`src/rtl/nlm_pkg.sv`:
```
package nlm_pkg;

  typedef enum logic {
    MODE_CONV      = 1'b0,
    MODE_PRECHARGE = 1'b1
  } nlm_mode_e;

  typedef enum logic {
    DIR_DISCHARGE = 1'b0,
    DIR_CHARGE    = 1'b1
  } nlm_dir_e;

endpackage

```
`src/rtl/nlm_operand_calc.sv`:
```
module nlm_operand_calc
  import nlm_pkg::*;
#(
  parameter int N_SM    = 8,
  parameter int VW      = 16,
  parameter int K_NUM   = 181,
  parameter int K_SHIFT = 7,
  parameter int DW      = 28
) (
  input  nlm_mode_e          mode,
  input  logic [VW-1:0]      arm_vref,
  input  logic [VW-1:0]      vc_rated,
  input  logic [VW-1:0]      us_rms,
  input  logic [N_SM*VW-1:0] sm_volt,
  output logic [DW-1:0]      num,
  output logic [DW-1:0]      den,
  output logic               den_zero
);

  localparam int SW = VW + $clog2(N_SM + 1);

  logic [SW-1:0] part [N_SM+1];
  logic [SW-1:0] volt_sum;
  logic [VW-1:0] vref_mag;

  assign part[0] = '0;
  for (genvar i = 0; i < N_SM; i++) begin : g_acc
    assign part[i+1] = part[i] + SW'(sm_volt[i*VW +: VW]);
  end
  assign volt_sum = part[N_SM];

  assign vref_mag = arm_vref[VW-1] ? (~arm_vref + VW'(1)) : arm_vref;

  always_comb begin
    if (mode == MODE_PRECHARGE) begin
      num      = DW'(us_rms) * DW'(K_NUM) * DW'(N_SM);
      den      = DW'(volt_sum) << K_SHIFT;
      den_zero = (volt_sum == '0);
    end else begin
      num      = (DW'(vref_mag) << 1) + DW'(vc_rated);
      den      = DW'(vc_rated) << 1;
      den_zero = (vc_rated == '0);
    end
  end

endmodule

```
`src/rtl/nlm_restoring_div.sv`:
```
module nlm_restoring_div #(
  parameter int W = 28
) (
  input  logic         clk,
  input  logic         rst,
  input  logic         start,
  input  logic [W-1:0] num_in,
  input  logic [W-1:0] den_in,
  output logic         busy,
  output logic         done,
  output logic [W-1:0] quot
);

  localparam int CNTW = $clog2(W + 1);

  logic [W-1:0]    q_r;
  logic [W:0]      rem_r;
  logic [W-1:0]    den_r;
  logic [W-1:0]    num_r;
  logic [CNTW-1:0] cnt_r;
  logic            busy_r;
  logic            done_r;

  logic [W:0]   rem_sh;
  logic [W:0]   rem_nx;
  logic [W-1:0] q_nx;

  always_comb begin
    rem_sh = {rem_r[W-1:0], q_r[W-1]};
    if (rem_sh >= {1'b0, den_r}) begin
      rem_nx = rem_sh - {1'b0, den_r};
      q_nx   = {q_r[W-2:0], 1'b1};
    end else begin
      rem_nx = rem_sh;
      q_nx   = {q_r[W-2:0], 1'b0};
    end
  end

  always_ff @(posedge clk) begin
    if (rst) begin
      q_r    <= '0;
      rem_r  <= '0;
      den_r  <= '0;
      num_r  <= '0;
      cnt_r  <= '0;
      busy_r <= 1'b0;
      done_r <= 1'b0;
    end else begin
      done_r <= 1'b0;
      if (start && !busy_r) begin
        q_r    <= num_in;
        num_r  <= num_in;
        den_r  <= den_in;
        rem_r  <= '0;
        cnt_r  <= CNTW'(W);
        busy_r <= 1'b1;
      end else if (busy_r) begin
        q_r   <= q_nx;
        rem_r <= rem_nx;
        cnt_r <= cnt_r - CNTW'(1);
        if (cnt_r == CNTW'(1)) begin
          busy_r <= 1'b0;
          done_r <= 1'b1;
        end
      end
    end
  end

  assign busy = busy_r;
  assign done = done_r;
  assign quot = q_r;

  // Quotient and remainder satisfy the division identity
  assert_div_identity_R2: assert property (@(posedge clk) disable iff (rst)
    (done_r && den_r != '0) |->
      ((2*W)'(q_r) * (2*W)'(den_r) + (2*W)'(rem_r) == (2*W)'(num_r)
       && rem_r < {1'b0, den_r}));

  // A result never appears while an iteration is still running
  assert_done_not_busy_R8: assert property (@(posedge clk) disable iff (rst)
    done_r |-> !busy_r);

endmodule

```
`src/rtl/nlm_arm_selector.sv`:
```
module nlm_arm_selector
  import nlm_pkg::*;
#(
  parameter int N_SM = 8,
  parameter int IW   = 3,
  parameter int CW   = 4
) (
  input  logic [CW-1:0]      count,
  input  logic [N_SM*IW-1:0] order,
  input  nlm_dir_e           dir,
  output logic [N_SM-1:0]    mask
);

  logic [N_SM-1:0] take;
  logic [CW-1:0]   upper_start;

  assign upper_start = CW'(N_SM) - count;

  for (genvar p = 0; p < N_SM; p++) begin : g_pos
    assign take[p] = (dir == DIR_CHARGE) ? (CW'(p) < count)
                                         : (CW'(p) >= upper_start);
  end

  always_comb begin
    mask = '0;
    for (int p = 0; p < N_SM; p++) begin
      if (take[p]) mask[order[p*IW +: IW]] = 1'b1;
    end
  end

endmodule

```
`src/rtl/nlm_arm_inserter.sv`:
```
module nlm_arm_inserter
  import nlm_pkg::*;
#(
  parameter int N_SM    = 8,
  parameter int VW      = 16,
  parameter int K_NUM   = 181,
  parameter int K_SHIFT = 7,
  parameter int IW      = (N_SM > 1) ? $clog2(N_SM) : 1,
  parameter int CW      = $clog2(N_SM + 1),
  parameter int DW      = VW + CW + K_SHIFT + 1
) (
  input  logic               clk,
  input  logic               rst,
  input  logic               sample_stb,
  input  logic               mode_pre,
  input  logic [VW-1:0]      arm_vref,
  input  logic [VW-1:0]      vc_rated,
  input  logic [VW-1:0]      us_rms,
  input  logic [N_SM*VW-1:0] sm_volt,
  input  logic [N_SM*IW-1:0] sort_idx,
  input  logic               arm_charging,
  output logic [N_SM-1:0]    insert_mask,
  output logic [CW-1:0]      ins_count
);

  logic [DW-1:0] op_num;
  logic [DW-1:0] op_den;
  logic          op_zero;
  logic          div_busy;
  logic          div_done;
  logic [DW-1:0] div_q;
  logic          accept;

  logic [N_SM*IW-1:0] order_r;
  nlm_dir_e           dir_r;
  logic               zero_r;

  logic [CW-1:0]   count_c;
  logic [N_SM-1:0] mask_c;
  logic [CW-1:0]   count_r;
  logic [N_SM-1:0] mask_r;

  nlm_operand_calc #(
    .N_SM(N_SM), .VW(VW), .K_NUM(K_NUM), .K_SHIFT(K_SHIFT), .DW(DW)
  ) u_ops (
    .mode     (nlm_mode_e'(mode_pre)),
    .arm_vref (arm_vref),
    .vc_rated (vc_rated),
    .us_rms   (us_rms),
    .sm_volt  (sm_volt),
    .num      (op_num),
    .den      (op_den),
    .den_zero (op_zero)
  );

  assign accept = sample_stb && !div_busy;

  nlm_restoring_div #(.W(DW)) u_div (
    .clk    (clk),
    .rst    (rst),
    .start  (accept),
    .num_in (op_num),
    .den_in (op_den),
    .busy   (div_busy),
    .done   (div_done),
    .quot   (div_q)
  );

  always_ff @(posedge clk) begin
    if (rst) begin
      order_r <= '0;
      dir_r   <= DIR_DISCHARGE;
      zero_r  <= 1'b0;
    end else if (accept) begin
      order_r <= sort_idx;
      dir_r   <= nlm_dir_e'(arm_charging);
      zero_r  <= op_zero;
    end
  end

  always_comb begin
    if (zero_r || div_q > DW'(N_SM)) count_c = CW'(N_SM);
    else                             count_c = div_q[CW-1:0];
  end

  nlm_arm_selector #(.N_SM(N_SM), .IW(IW), .CW(CW)) u_sel (
    .count (count_c),
    .order (order_r),
    .dir   (dir_r),
    .mask  (mask_c)
  );

  always_ff @(posedge clk) begin
    if (rst) begin
      count_r <= '0;
      mask_r  <= '0;
    end else if (div_done) begin
      count_r <= count_c;
      mask_r  <= mask_c;
    end
  end

  assign ins_count   = count_r;
  assign insert_mask = mask_r;

  // Count stays inside the arm size
  assert_count_range_R4: assert property (@(posedge clk) disable iff (rst)
    count_r <= CW'(N_SM));

  // Outputs hold unless the divider just finished
  assert_outputs_hold_R8: assert property (@(posedge clk) disable iff (rst)
    !div_done |=> ($stable(count_r) && $stable(mask_r)));

  // Inserted set size matches the count
  assert_mask_popcount_R10: assert property (@(posedge clk) disable iff (rst)
    $countones(mask_r) == int'(count_r));

endmodule

```
`config.mk`:
```
export PLATFORM = sky130hd
export DESIGN_NAME = nlm_arm_inserter
export DESIGN_NICKNAME = d
export VERILOG_FILES = /design/src/rtl/nlm_pkg.sv /design/src/rtl/nlm_operand_calc.sv /design/src/rtl/nlm_restoring_div.sv /design/src/rtl/nlm_arm_selector.sv /design/src/rtl/nlm_arm_inserter.sv
export SDC_FILE = /design/constraint.sdc
export NUM_CORES = 1
export LEC_CHECK = 0
export ABC_CLOCK_PERIOD_IN_PS = 6100
export BUFFER_PORTS_ARGS = -buffer_cell sky130_fd_sc_hd__clkbuf_2
export CORE_ASPECT_RATIO = 0.7
export CORE_MARGIN = 5
export CORE_UTILIZATION = 50
export DETAILED_ROUTE_END_ITERATION = 12
export PLACE_DENSITY_LB_ADDON = 0.05
export REMOVE_ABC_BUFFERS = 1
export SLEW_MARGIN = 20
export SYNTH_ARGS = -nofsm -noshare
export SYNTH_HDL_FRONTEND = slang
export SYNTH_SLANG_ARGS = --single-unit
```
`constraint.sdc`:
```
create_clock -name clk -period 6.1 [get_ports clk]
set_clock_uncertainty 0.1 [all_clocks]
set_input_delay 1.22 -clock clk [delete_from_list [all_inputs] [get_ports clk]]
set_output_delay 1.22 -clock clk [all_outputs]
set_load 0.005 [all_outputs]
```
# Word-level counts from Yosys, hierarchy flattened
# Cells that the tools add are included.
word_totals:
  reg_bits: 129
  latchBits: 0
  ram_bits: 0
  rom_bits: 0
  input_bits: 205
  output_inout_bits: 12
  elab_cells: 133
  mem_count: 0
classes:
  n_addsub: 12
  mul: 1
  div: 0
  order_cmp: 34
  eq_ne: 1
  shift: 0
  n_mux: 47
  bitwise_logic: 9
  reduce_logical: 17
op_table:
  columns: ["operator", "n"]
  rows:
  - ["$add A20 B16 Y20", 6]
  - ["$mux W28", 3]
  - ["$mux W8", 8]
  - ["$or A8 B8 Y8", 7]
  - ["$mux W27", 2]
  - ["$lt A3 B4 Y1 const B", 8]
  - ["$ge A29 B28 Y1", 1]
  - ["$gt A28 B4 Y1 const B", 1]
  - ["$sub A28 B28 Y28", 1]
  - ["$demux W1 S3", 8]
  - ["$ge A3 B1 Y1 const B", 8]
  - ["$mul A16 B8 Y24 const B", 1]
  - ["$mux W1", 22]
  - ["$logic_not A20 Y1", 1]
  - ["$add A17 B16 Y18", 1]
  - ["$add A16 B16 Y17", 1]
  - ["$add A16 B1 Y16 const B", 1]
  - ["$ge A3 B4 Y1 const A", 4]
  - ["$logic_not A16 Y1", 1]
  - ["$lt A3 B4 Y1 const A", 4]
  - ["$mux W16", 1]
  - ["$not A16 Y16", 1]
  - ["$logic_and A1 B1 Y1", 10]
  - ["$mux W5", 2]
  - ["other kinds (14)", 18]

# Longest topological paths before layout
depth:
  depth_word: 21
  mapped_depth: 21
  depth_no_buf: 21

# Cells and area by module
# From an unflattened synthesis, not the netlist that was laid out.
hier_totals:
  hier_cells: 1952
  hier_area_um2: 15406.0
by_module_without_submodules:
  columns: ["mod", "instances", "cells_each", "area_per_inst_um2", "seq_area_each_um2"]
  rows:
  - ["nlm_operand_calc", 1, 887, 7313.3, 0.0]
  - ["nlm_restoring_div", 1, 734, 5519.0, 1821.7]
  - ["nlm_arm_inserter", 1, 174, 1443.9, 760.7]
  - ["nlm_arm_selector", 1, 157, 1129.8, 0.0]

# Worst setup path after synthesis
# Ideal clock, no wire load.
synth_path:
  path_kind: "input to register"
  startpoint: "in sm_volt[0]"
  endpoint: "reg zero_r"
  arrival_time_ns: 5.952
  t_required_ns: 5.913
  slack_ns: -0.039
  cell_stages: 21
  path_buffers: 0
  cell_sequence: "ha_1 -> fa_1 -> a21o_1 -> a21oi_1 -> nor2_1 -> o21a_1 -> o311ai_0 -> a31oi_1 -> a311oi_1 -> o21ai_0 -> ha_1 -> fa_1 -> ha_1 -> ha_1 -> nor2b_1 -> nand3b_1 -> nand2_1 -> a41o_1 -> nor2_1 -> or4b_1 -> o31ai_1"
synth_via:
  elab_chain_cells: 9
synth_lines:
  columns: ["item", "line", "source"]
  rows:
  - ["from (decl)", "nlm_arm_inserter.sv:19", "input logic [N_SM*VW-1:0] sm_volt,"]
  - ["$add A16 B16 Y17", "nlm_operand_calc.sv:28", "assign part[i+1] = part[i] + SW'(sm_volt[i*VW +: VW]);"]
  - ["$add A20 B16 Y20 (6 in series)", "nlm_operand_calc.sv:28", null]
  - ["$logic_not A20 Y1", "nlm_operand_calc.sv:38", "den_zero = (volt_sum == '0);"]
  - ["$mux W1", "nlm_operand_calc.sv:35", "if (mode == MODE_PRECHARGE) begin"]
  - ["to (signal assigned)", "nlm_arm_inserter.sv:77", "zero_r <= op_zero;"]
  - ["to (decl)", "nlm_arm_inserter.sv:36", "logic zero_r;"]
# No other way between the ends.
# A chain may end at the register's enable or synchronous reset.

# Worst setup path in the final report
layout_path:
  startpoint: "in sm_volt[81]"
  endpoint: "reg zero_r"
layout_via:
  elab_chain_cells: 5
layout_lines:
  columns: ["item", "line"]
  rows:
  - ["$add A20 B16 Y20 (3 in series)", "nlm_operand_calc.sv:28"]
  - ["$logic_not A20 Y1", "nlm_operand_calc.sv:38"]
  - ["$mux W1", "nlm_operand_calc.sv:35"]
# No other way between the ends.

==> summary.md <==
| Metric | Value |
|---|---|
| Share of layout cells above drive strength 1 | 16.7% |
| Count leader, synth | inv_1 |
| Num CTS Buffers | 17 |
| PnR Total Power | 7100 uW |
| Reg area | 0.00254 sq mm |
| Drt initial violations | 918 |
| Sw Pwr | 3160 uW |
| DRC Markers | 0 |
| CP peak stage delay | approximately 530 ps |
| Critical path cell sequence | clkbuf_2 -> inv_1 -> fa_1 -> inv_1 -> fa_1 -> inv_1 -> fa_1 -> inv_1 -> ha_1 -> ha_1 -> fa_1 -> a211o_1 -> a21oi_2 -> o21ai_1 -> a2111oi_4 -> o31ai_1 -> a21oi_1 -> xor2_1 -> or4b_1 -> o31ai_1 |
| Worst Path Required | 6340 ps |
| Worst min-delay path class | reg -> reg |
| TritonRoute pass-1 iters | 7 |
| Unrepaired setup endpoints after global routing | no |
| CP Launch Type | primary input |
| Status | finished, final reports clean |
| CTS tree | built |
| Worst-path clk slew | 60 ps |
| Synth top cells by count | 157 x inv_1, 150 x ha_1, 145 x nand2_1, 141 x a21oi_1, 127 x dfxtp_1 |
| CP Class | in -> reg |
| Design Area, Final | 0.0162 sq mm |
| # clock sinks | about 130 |
| Bufs on Longest Clock Path | 2 |
| Number of synthesized register bits | 127 |
| Synth unique cells | 77 |
| Max-slew violations | 0 |
| Mean Syn Cell Area | around 8.4 sq um |
| Area fraction of the dominant cell type after synthesis | 18.3% |
| Pint | approximately 3900 uW |
| Clk root buf | clkbuf_16 |
| Gate power share | between 60 and 70% |
| Initial Util | 50.4% |
| Sw frac | 44.5% |
| Number of global-route vias before repair | 12600 |
| Placed Cells incl. Taps | 2222 |
| Synth area leader | dfxtp_1 |
| Core area | ~0.028 sq mm |
| Worst-Skew Late Latency | between 400 and 500 ps |
| Die area | 0.0313 sq mm |
| I/O pin count | between 200 and 250 |
| DP HPWL | ~31 mm |
| Max_cap viols | 0 |
| Maximum VDD drop | about 0.34 mV |
| Number of flops mapped to enable cells by yosys | 0 |
| Worst Setup End Kind | flip-flop |
| Final setup violation count | 0 |
| Minimum clock period | ~5900 ps |
| Initial antenna violation count | 3 |
| Post-Route Setup TNS | 0 ps |
| Area occupied by multi-input gates | 0.0106 sq mm |
| Fmax | 171 MHz |
| Final core occ | 58.8% |
| Routed WL | 37.8 mm |
| Hold-fix buffers at CTS | 0 |
| Synth async-reset ratio | 0% |
| Chip Width | 209 um |
| Netlist Area Pre-Place | 0.0139 sq mm |
| Final std cells w/o fill | 2258 |
| Slew HR | 30.5% |
| Slowest cell on crit path | fa_1 |
| Synth Warn # | 0 |
| IO buf count | 216 |
| Global-route wire length before repair | 62.5 mm |
| DR vias | about 13000 |
| Routed vias/inst | 5.58 |
| P&R area growth vs syn | 16.6% |
| Period utilisation layout | 96.1% |
| Reg power frac | 14.4% |
| Post-route ant nets | 0 |
| Placed Area | about 0.016 sq mm |
| Worst EP arrival | 6110 ps |
| Synth Instances | 1657 |
| GRT Util Overall | 24.1% |
| RD Place Congestion | 0.904 |
| Hold Vio Cnt, Final | 0 |
| Worst Tran Pin Value | 1040 ps |
| H-tree Lvls | 4 |
| Pin count of the biggest net entering global routing | 74 |
| Fillers | 2534 |
| Post-synth top flop | dfxtp_1 |
| Seq/Total Area, Yosys | 18.3% |
| Clock share of power | 15.8% |
| Synth top area cells | dfxtp_1 18%, fa_1 17%, ha_1 13% |
| Row cnt | 51 |
| Post-DR wirelength/cell | 16.7 um |
| Leak pwr | 0.00729 uW |
| Die H | around 150 um |
| Final Net Count | 2345 |
| Largest fanout on the critical path | 3 |
| Total gr overflow | 0 |
| PwrDens | 437 mW/mm^2 |
area by class of cell:
type,instances,area share [%]
multi-input combinational,1311,65.2
sequential,127,15.7
timing repair buffer,257,8.55
inverter,157,3.63
clock buffer,20,2.87
tap,371,2.86
clock inverter,12,1.12
antenna,3,0.0462
metrics by stage:
stage                     setup WS [ps]  hold slack [ps]
after floorplan                   -39.3              326
after global placement             -383              342
after detailed placement           -577              347
after CTS                          63.3              355
after global routing               2.26              383
final                               238              352
path summary, 6_finish.rpt:
check	start	end	slack, ps	cells past startpoint
worst min register to register	order_r[7]	order_r[7]	350	2
worst min-delay path	order_r[7]	order_r[7]	350	2
worst max register to register	u_div.quot[27]	insert_mask[6]	1800	12
worst max-delay path	sm_volt[81]	zero_r	240	20
timing repair:
| item | in CTS | in global routing |
|---|---|---|
| buffers inserted | 0 | 1 |
| resized for setup | 3 | 6 |
| endpoints found under the setup margin | 1 | 2 |
| pin swaps | 0 | 1 |
metal layers:
| metal | vias to the layer above | part of all wire (%) | global-route usage, % |
|---|---|---|---|
| met5 | - | 0 | 0 |
| met4 | 0 | 1.7 | 5.71 |
| met3 | 45 | 4.3 | 3.88 |
| met2 | 282 | 45 | 39.3 |
| met1 | 5958 | 49 | 34.0 |
| li1 | 6319 | - | - |
registers in the layout, summed over array words and instances, names as in the netlist:
register / count
dir_r: 1
ins_count: 4
insert_mask: 8
order_r: 24
u_div.busy: 1
u_div.cnt_r: 5
u_div.den_r: 26
u_div.done: 1
u_div.quot: 28
u_div.rem_r: 28
zero_r: 1
worst max-delay path, delay by kind of cell:
family,cells,cell delay [ps]
AOI/OAI and AO/OA,7,1530
xor gates and xnor gates,1,220
adders and majority gates,6,2410
and+or+nand+nor,1,450
buffers and inverters,5,270
logic make-up after synthesis:
logic type               synth area share (%)
adder cells (fa/ha/maj)                  30.6
multiplexers                             2.42
XOR/XNOR                                 5.47
flip-flops                               18.3
AO/OA/AOI/OAI                            20.6
AND/OR/NAND/NOR                          16.6
buffers and inverters                    6.04
power groups by stage:
| stage | clock network, uW | registers [uW] | logic [uW] |
|---|---|---|---|
| after CTS | 1130 | 1020 | 4900 |
| after detailed placement | 0 | 1040 | 4830 |
| after floorplan | 0 | 1020 | 3440 |
| after global routing | 1170 | 1040 | 5580 |
| final | 1120 | 1020 | 4960 |
| after global placement | 0 | 1040 | 4800 |
placed cells by master, fill, tap and decap left out, types with 5 or more instances in the layout:
| master | n |
|---|---|
| o31ai_1 | 13 |
| o31a_1 | 5 |
| fa_1 | 119 |
| inv_1 | 157 |
| a311oi_1 | 19 |
| nand2b_1 | 17 |
| nor3_1 | 44 |
| o21a_1 | 13 |
| and2_1 | 7 |
| xor2_1 | 28 |
| a21oi_1 | 139 |
| nand4_1 | 6 |
| a31oi_1 | 26 |
| xnor2_1 | 59 |
| o2111ai_1 | 5 |
| clkbuf_2 | 216 |
| nor2_1 | 112 |
| a21o_1 | 20 |
| nand3_1 | 28 |
| nand2_1 | 145 |
| nor4_1 | 24 |
| or3_1 | 17 |
| o21ai_0 | 81 |
| and3_1 | 11 |
| dfxtp_1 | 126 |
| nand3b_1 | 9 |
| o22ai_1 | 13 |
| ha_1 | 150 |
| a211oi_1 | 27 |
| or2_2 | 6 |
| o211ai_1 | 14 |
| nor3b_1 | 17 |
| a221oi_1 | 5 |
| buf_4 | 41 |
| nor2b_1 | 15 |
| a211o_1 | 8 |
| o21bai_1 | 12 |
| clkbuf_16 | 17 |
| mux2i_1 | 31 |
Power figures use the tool's default switching activity.
